$ cat config.mk
export PLATFORM = sky130hd
export DESIGN_NAME = edge_irq_ctrl
export DESIGN_NICKNAME = d
export VERILOG_FILES = /design/src/rtl/eic_pkg.sv /design/src/rtl/eic_sync.sv /design/src/rtl/eic_edge.sv /design/src/rtl/eic_regs.sv /design/src/rtl/edge_irq_ctrl.sv
export SDC_FILE = /design/constraint.sdc
export NUM_CORES = 1
export LEC_CHECK = 0
export BUFFER_PORTS_ARGS = -buffer_cell sky130_fd_sc_hd__buf_2
export CAP_MARGIN = 40
export CORE_UTILIZATION = 34
export CTS_BUF_LIST = sky130_fd_sc_hd__clkbuf_16
export CTS_CLUSTER_DIAMETER = 60
export CTS_CLUSTER_SIZE = 40
export DETAILED_ROUTE_END_ITERATION = 6
export HOLD_SLACK_MARGIN = 0.02
export PLACE_DENSITY_LB_ADDON = 0.3
export SETUP_SLACK_MARGIN = 0.5
export SYNTH_ARGS = -nofsm -noshare
export SYNTH_HDL_FRONTEND = slang
export SYNTH_HIERARCHICAL = 1
export SYNTH_SLANG_ARGS = --single-unit
$ cat constraint.sdc
create_clock -name clk_i -period 1.46 [get_ports clk_i]
set_input_delay 0.292 -clock clk_i [delete_from_list [all_inputs] [get_ports clk_i]]
set_output_delay 0.292 -clock clk_i [all_outputs]
set_load 0.03 [all_outputs]
$ cat src/rtl/eic_pkg.sv
package eic_pkg;

    localparam int ADDR_W = 2;

    typedef enum logic [ADDR_W-1:0] {
        ADDR_STATUS = 2'd0,
        ADDR_MASK   = 2'd1,
        ADDR_CTRL   = 2'd2
    } reg_addr_e;

    // Reset value of the controller enable bit
    localparam logic EN_RESET = 1'b1;

endpackage

$ cat src/rtl/eic_sync.sv
module eic_sync #(
    parameter int WIDTH  = 32,
    parameter int STAGES = 2
) (
    input  logic             clk_i,
    input  logic             rst_ni,
    input  logic [WIDTH-1:0] d_i,
    output logic [WIDTH-1:0] q_o
);

    logic [WIDTH-1:0] chain_d [STAGES];
    logic [WIDTH-1:0] chain_q [STAGES];

    always_comb begin
        chain_d[0] = d_i;
        for (int k = 1; k < STAGES; k++) begin
            chain_d[k] = chain_q[k-1];
        end
    end

    always_ff @(posedge clk_i or negedge rst_ni) begin
        if (!rst_ni) begin
            for (int k = 0; k < STAGES; k++) begin
                chain_q[k] <= '0;
            end
        end else begin
            for (int k = 0; k < STAGES; k++) begin
                chain_q[k] <= chain_d[k];
            end
        end
    end

    assign q_o = chain_q[STAGES-1];

endmodule

$ cat src/rtl/eic_edge.sv
module eic_edge #(
    parameter int WIDTH = 32
) (
    input  logic             clk_i,
    input  logic             rst_ni,
    input  logic [WIDTH-1:0] lvl_i,
    output logic [WIDTH-1:0] rise_o
);

    logic [WIDTH-1:0] level_d;
    logic [WIDTH-1:0] level_q;

    always_comb begin
        level_d = lvl_i;
        rise_o  = lvl_i & ~level_q;
    end

    always_ff @(posedge clk_i or negedge rst_ni) begin
        if (!rst_ni) begin
            level_q <= '0;
        end else begin
            level_q <= level_d;
        end
    end

endmodule

$ cat src/rtl/eic_regs.sv
module eic_regs
    import eic_pkg::*;
#(
    parameter int N_LINES = 32,
    parameter int N_FIXED = 2
) (
    input  logic               clk_i,
    input  logic               rst_ni,
    input  logic [N_LINES-1:0] rise_i,
    input  logic               gie_i,
    input  logic               wr_i,
    input  logic [ADDR_W-1:0]  addr_i,
    input  logic [N_LINES-1:0] wdata_i,
    output logic [N_LINES-1:0] rdata_o,
    output logic               irq_o,
    output logic               wake_o
);

    typedef struct packed {
        logic [N_LINES-1:0] status;
        logic [N_LINES-1:0] mask;
        logic               en;
        logic               wake;
        logic               byp;
    } state_t;

    state_t st_d;
    state_t st_q;

    logic               wr_status;
    logic               wr_mask;
    logic               wr_ctrl;
    logic [N_LINES-1:0] eff_mask;
    logic               pending;

    // Lines below N_FIXED are never gated by the mask
    for (genvar g = 0; g < N_LINES; g++) begin : g_mask
        if (g < N_FIXED) begin : g_fixed
            assign eff_mask[g] = 1'b1;
        end else begin : g_gated
            assign eff_mask[g] = st_q.mask[g];
        end
    end

    always_comb begin
        wr_status = wr_i && (addr_i == ADDR_STATUS);
        wr_mask   = wr_i && (addr_i == ADDR_MASK);
        wr_ctrl   = wr_i && (addr_i == ADDR_CTRL);

        st_d = st_q;
        if (wr_mask) st_d.mask = wdata_i;
        if (wr_ctrl) st_d.en   = wdata_i[0];

        // Clear first, then set, so a same-cycle edge wins
        st_d.status = st_q.status & ~(wr_status ? wdata_i : '0);
        if (st_q.en) st_d.status = st_d.status | rise_i;

        st_d.wake = |rise_i;
        st_d.byp  = !st_q.en && (|rise_i);
    end

    always_ff @(posedge clk_i or negedge rst_ni) begin
        if (!rst_ni) begin
            st_q.status <= '0;
            st_q.mask   <= '0;
            st_q.en     <= EN_RESET;
            st_q.wake   <= 1'b0;
            st_q.byp    <= 1'b0;
        end else begin
            st_q <= st_d;
        end
    end

    always_comb begin
        pending = |(st_q.status & eff_mask);
        irq_o   = gie_i && (st_q.en ? pending : st_q.byp);
        wake_o  = st_q.wake;
        case (addr_i)
            ADDR_STATUS: rdata_o = st_q.status;
            ADDR_MASK:   rdata_o = st_q.mask;
            ADDR_CTRL:   rdata_o = {{(N_LINES-1){1'b0}}, st_q.en};
            default:     rdata_o = '0;
        endcase
    end

    // A status bit appears only from an edge seen while enabled
    assert_status_needs_edge_R1: assert property (@(posedge clk_i) disable iff (!rst_ni)
        (|(st_q.status & ~$past(st_q.status))) |-> ($past(st_q.en) && (|$past(rise_i))));

    // Every newly set status bit comes with a wake pulse
    assert_wake_on_new_bit_R5: assert property (@(posedge clk_i) disable iff (!rst_ni)
        (|(st_q.status & ~$past(st_q.status))) |-> wake_o);

    // Non-maskable pending bits always request when allowed
    assert_fixed_lines_request_R3: assert property (@(posedge clk_i) disable iff (!rst_ni)
        (gie_i && st_q.en && (|st_q.status[N_FIXED-1:0])) |-> irq_o);

    // Global enable gates the request
    assert_request_needs_gie_R4: assert property (@(posedge clk_i) disable iff (!rst_ni)
        !gie_i |-> !irq_o);

    // Full clear without a new edge leaves nothing pending
    assert_full_clear_R7: assert property (@(posedge clk_i) disable iff (!rst_ni)
        (wr_status && (&wdata_i) && (rise_i == '0)) |=> (st_q.status == '0));

    // Bypass mode leaves status alone apart from software clears
    assert_bypass_keeps_status_R9: assert property (@(posedge clk_i) disable iff (!rst_ni)
        (!st_q.en && !wr_status) |=> $stable(st_q.status));

endmodule

$ cat src/rtl/edge_irq_ctrl.sv
module edge_irq_ctrl #(
    parameter int N_LINES     = 32,
    parameter int N_FIXED     = 2,
    parameter int SYNC_STAGES = 2
) (
    input  logic                       clk_i,
    input  logic                       rst_ni,
    input  logic [N_LINES-1:0]         line_i,
    input  logic                       gie_i,
    input  logic                       reg_wr_i,
    input  logic [eic_pkg::ADDR_W-1:0] reg_addr_i,
    input  logic [N_LINES-1:0]         reg_wdata_i,
    output logic [N_LINES-1:0]         reg_rdata_o,
    output logic                       irq_o,
    output logic                       wake_o
);

    logic [N_LINES-1:0] sync_lvl;
    logic [N_LINES-1:0] rise;

    eic_sync #(
        .WIDTH  (N_LINES),
        .STAGES (SYNC_STAGES)
    ) i_sync (
        .clk_i  (clk_i),
        .rst_ni (rst_ni),
        .d_i    (line_i),
        .q_o    (sync_lvl)
    );

    eic_edge #(
        .WIDTH (N_LINES)
    ) i_edge (
        .clk_i  (clk_i),
        .rst_ni (rst_ni),
        .lvl_i  (sync_lvl),
        .rise_o (rise)
    );

    eic_regs #(
        .N_LINES (N_LINES),
        .N_FIXED (N_FIXED)
    ) i_regs (
        .clk_i   (clk_i),
        .rst_ni  (rst_ni),
        .rise_i  (rise),
        .gie_i   (gie_i),
        .wr_i    (reg_wr_i),
        .addr_i  (reg_addr_i),
        .wdata_i (reg_wdata_i),
        .rdata_o (reg_rdata_o),
        .irq_o   (irq_o),
        .wake_o  (wake_o)
    );

    // A line that stayed high through the last cycle never counts as an edge
    assert_held_line_silent_R2: assert property (@(posedge clk_i) disable iff (!rst_ni)
        ((rise & $past(sync_lvl)) == '0));

endmodule

==> results of run 1 <==
-- placed cells by master (no fill, tap or decap), types with 3 or more instances in the layout --
cell type and count:
dfrtp_1 161, buf_6 89, buf_2 66, buf_4 42, dlygate4sd3_1 33, nor2b_4 33
nor2_2 32, a22o_1 32, nand2_1 30, mux2_2 30, clkbuf_16 18, mux2i_4 15
buf_12 14, mux2i_2 12, a22oi_1 11, buf_16 7, nor4_2 7, nand4_1 6
mux2i_1 5, bufinv_16 4, nand2_2 4, a22oi_2 4, inv_1 3, mux2_4 3
-- worst max-delay path: cells and delay by family (launching register included) --
| kind | cells | cell delay [ps] |
|---|---|---|
| AO/OA/AOI/OAI | 1 | 240 |
| AND/OR/NAND/NOR | 3 | 500 |
| flip-flops | 1 | 400 |
| buffers and inverters | 2 | 290 |
-- path summary, 6_finish.rpt --
kind | from | end | slack (ps) | depth (start not counted)
worst max-delay path | i_regs/st_q[52] | irq_o | -690 | 6
worst min register to register | i_sync/chain_d[7] | i_sync/q_o[7] | 350 | 0
max in group asynchronous | rst_ni | i_regs/st_q[2] | 600 | 3
worst min-delay path | reg_wdata_i[4] | i_regs/eff_mask[4] | 110 | 2
min in group asynchronous | rst_ni | i_sync/chain_d[21] | 320 | 2
worst max register to register | i_sync/q_o[6] | i_regs/st_q[0] | -120 | 6
-- area by class of cell --
cell class	count	area, sq um
timing repair buffer	254	2510
sequential	163	4080
multi-input combinational	233	2360
fill	1403	7650
clock inverter	14	173
tap	225	282
clock buffer	17	425
-- cell families after synthesis --
| logic type | count (synthesis) | share of synthesized area |
|---|---|---|
| DFF | 163 | 0.662 |
| and+or+nand+nor | 119 | 0.139 |
| muxes | 65 | 0.112 |
| AOI/OAI and AO/OA | 49 | 0.0654 |
| buffers and inverters | 18 | 0.0219 |
-- what timing repair did --
item | in CTS | in global routing
endpoints found under the hold margin | 59 | 0
setup endpoints to repair | 90 | 70
hold buffers | 33 | 0
cloned | 7 | 1
pin swaps | 10 | 9
gates resized for setup | 171 | 35
buffers inserted | 8 | 7
-- per-layer routing --
metal  vias to the layer above  wire [microns]  track usage
li1                       1960               -            -
met1                      2186            7430        0.256
met2                        92            8480        0.312
met3                        21             633       0.0463
met4                         0             187       0.0741
met5                         -               0            0
-- power groups by stage --
| stage | clock network [mW] | registers [mW] | logic (mW) |
|---|---|---|---|
| floorplan | 0 | 5.43 | 1.30 |
| global placement | 0 | 5.43 | 2.52 |
| detailed placement | 0 | 5.46 | 2.57 |
| CTS | 4.64 | 5.46 | 3.50 |
| global route | 4.85 | 5.53 | 3.97 |
| finish | 4.55 | 5.48 | 3.77 |
-- through the flow --
| stage | total power [mW] | utilization | cell area (sq um) | std cells | hold slack (ps) |
|---|---|---|---|---|---|
| floorplan | 6.73 | - | 6320 | 414 | -3.59 |
| global placement | 7.95 | 0.445 | 7780 | 819 | 209 |
| detailed placement | 8.03 | 0.445 | 7780 | 819 | 209 |
| CTS | 13.6 | 0.549 | 9600 | 898 | 95.6 |
| global route | 14.4 | 0.562 | 9830 | 906 | 92.7 |
| finish | 13.8 | 0.562 | 9830 | 906 | 110 |
-- registers in the layout, indices dropped and copies added (netlist names) --
signal and cells:
i_edge/level_q 32, i_regs/eff_mask 30, i_regs/st_q 36, i_regs/wake_o 1, i_sync/chain_d 32, i_sync/q_o 32
==> flow_metrics.tcl, run 1 <==
set metrics [dict create \
    min_path_type "in -> reg" \
    insertion_delay_ps 430 \
    p_comb_frac 0.273 \
    crit_path_end_kind "output port" \
    totalWireLength_microns 16700 \
    route.detailed.drc 0 \
    setup_viol 35 \
    globalplace.congestion 0.819 \
    leakagePower_nw 4.50 \
    sequentialPowerShare 0.397 \
    rows 48 \
    start_util 0.353 \
    critical_path_class "reg -> out" \
    fp.dieW_microns 137 \
    slew_violations 0 \
    cellPowerDensity_nw_per_um2 1400 \
    p_sw_mw 3.74 \
    fin_setup_tns_ps -5650 \
    drtPass1Iterations 4 \
    cts_max_level 4 \
    grt_pass1_wl_microns 26100 \
    netlist.area_leader.share 0.658 \
    worst_ep_arrival_time_ps 1860 \
    max_cap_viol_count 0 \
    cp_cell_sequence "a22oi_2 -> nand4_1 -> nor4_2 -> buf_4 -> nor2_2 -> buf_6" \
    ios 104 \
    clkPwrFrac 0.330 \
    crit_fanout 2 \
    rsz0062_at_grt "true" \
    wl_per_cell_microns 18.5 \
    portBuffers 103 \
    grt_max_degree 41 \
    via_per_inst 4.70 \
    num_vias 4259 \
    drive_gt1_frac 0.579 \
    slowest_delay_ps 400 \
    dp_slack_ps -306 \
    fp.dieH_microns 137 \
    critPathRequiredTime_ps 1170 \
    fin_crit_ps 2150 \
    synthArstFlopShare 1.00 \
    mappedNetlistArea_sq_um 6160 \
    yosys_most_used_dff "dfrtp_1" \
    syn-mean-instance-area_sq_um 14.9 \
    clock-skew-final_ps 6.46 \
    violations "setup timing" \
    critPathSlowestCell "dfrtp_1" \
    synth_area_leaders "dfrtp_1 66%, nor2b_4 7.4%, mux2_2 5.7%" \
    drt_iter0_markers 203 \
    slew_headroom 0.792 \
    root_buffer "clkbuf_16" \
    dp_hpwl_microns 10400 \
    overflow 0 \
    globalRouteTotalUtil 0.195 \
    synth_top_area_cell "dfrtp_1" \
    fin_nets 739 \
    clock-sinks 163 \
    finalCritPeriodShare 1.48 \
    irDropWorstVdd_uv 1260 \
    yosysSeqAreaShare 0.662 \
    path_clk_slew_ps 60 \
    internal_power_mw 10.1 \
    grt_pass1_vias 4739 \
    synth_commonest_cells "162 x dfrtp_1, 34 x nand2_1, 33 x nor2b_4" \
    syn_inst 414 \
    yosys_warnings 6 \
    p_sw_frac 0.271 \
    synth-edff-count 0 \
    max_clock_freq_mhz 464 \
    cts_tree "yes" \
    area_growth_pct 59.4 \
    synth_seq_cells 163 \
    synthDistinctLibCells 22 \
    worstSetupStartpointType "register" \
    antennaDiodeCount 0 \
    worst_slack_ps -694 \
    synth_fp_nets 484 \
    finalHoldViolations 0 \
    synth.most_common_cell "dfrtp_1" \
    die_area_sq_um 18700 \
    ant_nets 0 \
    status "finished with violations" \
    antenna_found_initial 0 \
    worst_pin_slew_ps 309 \
    cts_inserted_buffers 17 \
    design.core.area_sq_um 17500 \
    cts_buffer_depth 2 \
]
No activity file was read; power rests on OpenSTA's default activity.
==> inputs of run 2 (changes only) <==
clock period = 1.7 ns   (was 1.46 ns; I/O delays follow)
==> flow_metrics.tcl, run 2 (synthesis gave the netlist of run 1 again) <==
set metrics [dict create \
    globalplace.congestion 0.779 \
    layout_commonest_cell "dfrtp_1" \
    rsz0062_at_grt "true" \
    dp_hpwl_microns 10100 \
    crit_path_end_kind "output port" \
    p_total_mw 11.9 \
    area_growth_pct 57.2 \
    worst_slack_ps -469 \
    timing.hold.ws_ps 41.5 \
    status "finished with violations" \
    critPathRequiredTime_ps 1360 \
    die_area_sq_um 18700 \
    fin_crit_ps 2170 \
    antenna_found_initial 0 \
    worst_pin_slew_ps 359 \
    wl_per_cell_microns 18.2 \
    drive_gt1_frac 0.599 \
    slew_headroom 0.758 \
    finalHoldViolations 0 \
    irDropWorstVdd_uv 1110 \
    drt_iter0_markers 175 \
    worstSetupStartpointType "register" \
    drtPass1Iterations 4 \
    grt_pass1_vias 4533 \
    cts_buffer_depth 2 \
    grt_pass1_wl_microns 25000 \
    min_path_type "in -> reg" \
    multi_input_area_sq_um 2540 \
    fp.dieH_microns 137 \
    rows 48 \
    cellPowerDensity_nw_per_um2 1230 \
    layout_common_cells "162 x dfrtp_1, 81 x buf_6, 67 x buf_2, 33 x nor2b_4" \
    totalWireLength_microns 15900 \
    antennaDiodeCount 0 \
    via_per_inst 4.74 \
    cts_max_level 4 \
    cts_inserted_buffers 17 \
    setup_viol 2 \
    globalRouteTotalUtil 0.184 \
    fp.dieW_microns 137 \
    design.core.area_sq_um 17500 \
    slew_violations 0 \
    root_buffer "clkbuf_16" \
    portBuffers 103 \
    max_cap_viol_count 0 \
    largest_register "i_regs/st_q" \
    dp.cells 790 \
    finalCritPeriodShare 1.28 \
    worst_ep_arrival_time_ps 1830 \
    fin_nets 703 \
    fin_cells 871 \
    largest_register_ffs 36 \
    clock-sinks 163 \
    register_area_sq_um 4080 \
    fin_util 0.555 \
    route.detailed.drc 0 \
    cts_tree "yes" \
    insertion_delay_ps 420 \
    path_clk_slew_ps 60 \
    crit_fanout 2 \
    dp_slack_ps -65.2 \
    grt_max_degree 46 \
    n_fill_cell 1413 \
    ios 104 \
    fin_setup_tns_ps -569 \
    clock-skew-final_ps 4.66 \
    fin_area_sq_um 9690 \
    ant_nets 0 \
    overflow 0 \
    num_vias 4131 \
    violations "setup timing" \
    start_util 0.353 \
    leakagePower_nw 4.48 \
    max_clock_freq_mhz 461 \
    place_area_sq_um 7550 \
    critical_path_class "reg -> out" \
]
## run 2: changes by cell type in the layout (fill, tap and decap cells not counted), sizes merged
cell | before | now
clkinv | 5 | 7
bufinv | 4 | 6
bufbuf | 0 | 1
inv | 3 | 1
dlygate4sd3 | 33 | 32
buf | 220 | 184
clkinvlp | 2 | 1
## run 2: timing repair
| item | in CTS | in global routing |
|---|---|---|
| hold buffers | 30 | 2 |
| gates resized for setup | 171 | 60 |
| endpoints found under the setup margin | 69 | 58 |
| pin swaps | 29 | 41 |
| gates cloned | 4 | 1 |
| setup buffers | 7 | 5 |
| hold endpoints to repair | 60 | 2 |
## run 2: path summary, 6_finish.rpt
check	from	slack, ps	depth (start not counted)	to
setup / recovery	i_regs/st_q[58]	-470	6	irq_o
max in group asynchronous	rst_ni	700	3	i_regs/st_q[2]
hold / removal	line_i[0]	40	1	i_sync/chain_d[0]
setup reg to reg	i_sync/q_o[31]	70	6	i_regs/st_q[0]
hold reg to reg	i_sync/chain_d[25]	340	0	i_sync/q_o[25]
min in group asynchronous	rst_ni	390	2	i_sync/chain_d[22]
## run 2: cell type report
type | instances | area share
multi-input cells | 233 | 0.262
flip-flops and latches | 163 | 0.421
repair buffers | 218 | 0.219
clock buffers | 17 | 0.0439
well taps | 225 | 0.0290
clock inverters | 15 | 0.0244
## run 2: power by group
group          internal [mW]  leakage, nW  switching (mW)
registers               4.35         1.88           0.362
logic                   1.67         2.28            1.27
clock network           2.74        0.322            1.53
total                   8.77         4.48            3.16
## run 2: critical path, stage by stage (launching register included)
cell and delay, ps:
dfrtp_1 410, a22oi_2 250, nand4_1 140, nor4_2 270
buf_4 160, nor2_2 40, buf_6 140
## run 2: layer usage
layer / vias up / track usage / routed length [microns]
met2: 122 / 0.292 / 7930
met3: 16 / 0.0489 / 912
met4: 0 / 0.0531 / 158
met5: - / 0 / 0
met1: 2108 / 0.248 / 6880
li1: 1885 / - / -
==> inputs of run 3 (changes only) <==
clock period = 2.4 ns   (was 1.7 ns; I/O delays follow)
==> flow_metrics.tcl, run 3 (synthesis gave the netlist of run 1 again) <==
set metrics [dict create \
    min_path_type "in -> reg" \
    cts_tree "yes" \
    worstPathBufferInverterCount 1 \
    grt_max_degree 55 \
    root_buffer "clkbuf_16" \
    overflow 0 \
    crit_path_end_kind "output port" \
    dp.cells 733 \
    antenna_found_initial 0 \
    critPathSlowestCell "dfstp_2" \
    worst_slack_ps 161 \
    via_per_inst 4.79 \
    slew_headroom 0.608 \
    worst_ep_arrival_time_ps 1760 \
    rsz0062_at_grt "true" \
    fp.dieW_microns 137 \
    r2r_cells 5 \
    drt_iter0_markers 164 \
    leakagePower_nw 3.61 \
    drive_gt1_frac 0.401 \
    critical_path_class "reg -> out" \
    worstSetupStartpointType "register" \
    layout_commonest_cell "dfrtp_1" \
    whs_path_depth 1 \
    largest_register_ffs 36 \
    ant_nets 0 \
    grt_pass1_vias 3924 \
    area_growth_pct 23.4 \
    cts_buffer_depth 2 \
    wl_met3_microns 855 \
    irDropWorstVdd_uv 530 \
    clock-skew-final_ps 10.7 \
    status "finished clean" \
    dp_hpwl_microns 9440 \
    cellPowerDensity_nw_per_um2 920 \
    wl_met2_microns 6500 \
    fin_area_sq_um 7610 \
    design.core.area_sq_um 17500 \
    fin_setup_tns_ps 0 \
    routed.top_layer "met4" \
    max_cap_viol_count 0 \
    met1_length_microns 5950 \
    num_vias 3682 \
    cp.depth 5 \
    globalplace.congestion 0.765 \
    slew_violations 0 \
    rows 48 \
    grt_pass1_wl_microns 21300 \
    place_area_sq_um 6950 \
    die_area_sq_um 18700 \
    cts_max_level 4 \
    insertion_delay_ps 420 \
    slowest_delay_ps 560 \
    fin_cells 769 \
    start_util 0.353 \
    clock-sinks 163 \
    wl_per_cell_microns 17.5 \
    globalRouteTotalUtil 0.157 \
    path_clk_slew_ps 60 \
    fin_crit_ps 2240 \
    antennaDiodeCount 0 \
    cp_top_family "simple AND/OR/NAND/NOR gates" \
    largest_register "i_regs/st_q" \
    critPathRequiredTime_ps 1920 \
    setup_viol 0 \
    cts_inserted_buffers 17 \
    portBuffers 103 \
    finalCritPeriodShare 0.933 \
    ios 104 \
    layout_common_cells "162 x dfrtp_1, 99 x buf_2, 34 x nand2_1, 33 x nor2b_4" \
    cp_cell_sequence "nor3b_4 -> nand4_1 -> nor4_2 -> nor2_1 -> buf_4" \
    crit_fanout 3 \
    finalHoldViolations 0 \
    route.detailed.drc 0 \
    fin_nets 602 \
    dp_slack_ps 299 \
    drtPass1Iterations 5 \
    worst_pin_slew_ps 582 \
    fp.dieH_microns 137 \
    totalWireLength_microns 13500 \
    max_clock_freq_mhz 447 \
    n_fill_cell 1624 \
]
==> run 3: changes by cell type in the layout (fill, tap and decap cells not counted), moves of 16 or more <==
cell / delta
mux2i_4: -16
nand2_4: -20
nor2_1: +32
nor2_2: -31
buf_2: +32
nand2_1: +32
dlygate4sd3_1: -31
mux2i_1: +25
buf_6: -79
==> run 3: cell type report <==
cell class / instances / area, sq um / area share
tap: 225 / 282 / 0.0370
timing repair buffer: 117 / 703 / 0.0924
clock inverter: 14 / 125 / 0.0164
clock buffer: 17 / 425 / 0.0559
multi-input combinational: 233 / 1990 / 0.262
sequential: 163 / 4080 / 0.536
==> run 3: power breakdown <==
| group | leakage, nW | switching, mW | internal (mW) | total (mW) |
|---|---|---|---|---|
| Combinational | 1.46 | 0.599 | 0.520 | 1.12 |
| Sequential | 1.88 | 0.265 | 3.08 | 3.35 |
| Clock | 0.272 | 1.04 | 1.50 | 2.53 |
| Total | 3.61 | 1.90 | 5.10 | 7.00 |
==> run 3: final timing paths <==
check / end / slack, ps / start
min in group asynchronous: i_sync/chain_d[22] / 540 / rst_ni
setup reg to reg: i_regs/st_q[0] / 620 / i_sync/q_o[13]
setup / recovery: irq_o / 160 / i_regs/st_q[2]
max in group asynchronous: i_edge/level_q[5] / 1190 / rst_ni
hold reg to reg: i_sync/q_o[1] / 350 / i_sync/chain_d[1]
hold / removal: i_sync/chain_d[16] / 160 / line_i[16]
==> run 3: per-layer routing <==
metal | GRT usage | vias to the layer above
met1 | 0.206 | 1877
li1 | - | 1690
met3 | 0.0463 | 12
met4 | 0.0574 | 0
met2 | 0.246 | 103
met5 | 0 | -
==> run 3: per-stage QoR <==
| step | utilization | hold WS [ps] | total power, mW |
|---|---|---|---|
| finish | 0.435 | 156 | 7.00 |
| global route | 0.435 | 133 | 7.33 |
| CTS | 0.432 | 142 | 7.05 |
| detailed placement | 0.398 | 335 | 4.46 |
| global placement | 0.398 | 332 | 4.43 |
| floorplan | - | 184 | 4.03 |
==> run 3: worst register-to-register path, delay by kind of cell, from the launching register on <==
| family | cells | cell delay, ps |
|---|---|---|
| DFF | 1 | 380 |
| and+or+nand+nor | 5 | 1280 |
==> run 3: what timing repair did <==
item | 4_1_cts | 5_1_grt
setup buffers | 0 | 4
hold buffers | 1 | 0
pin swaps | 4 | 3
setup endpoints to repair | 4 | 2
gates resized for setup | 10 | 5
hold endpoints to repair | 40 | 0
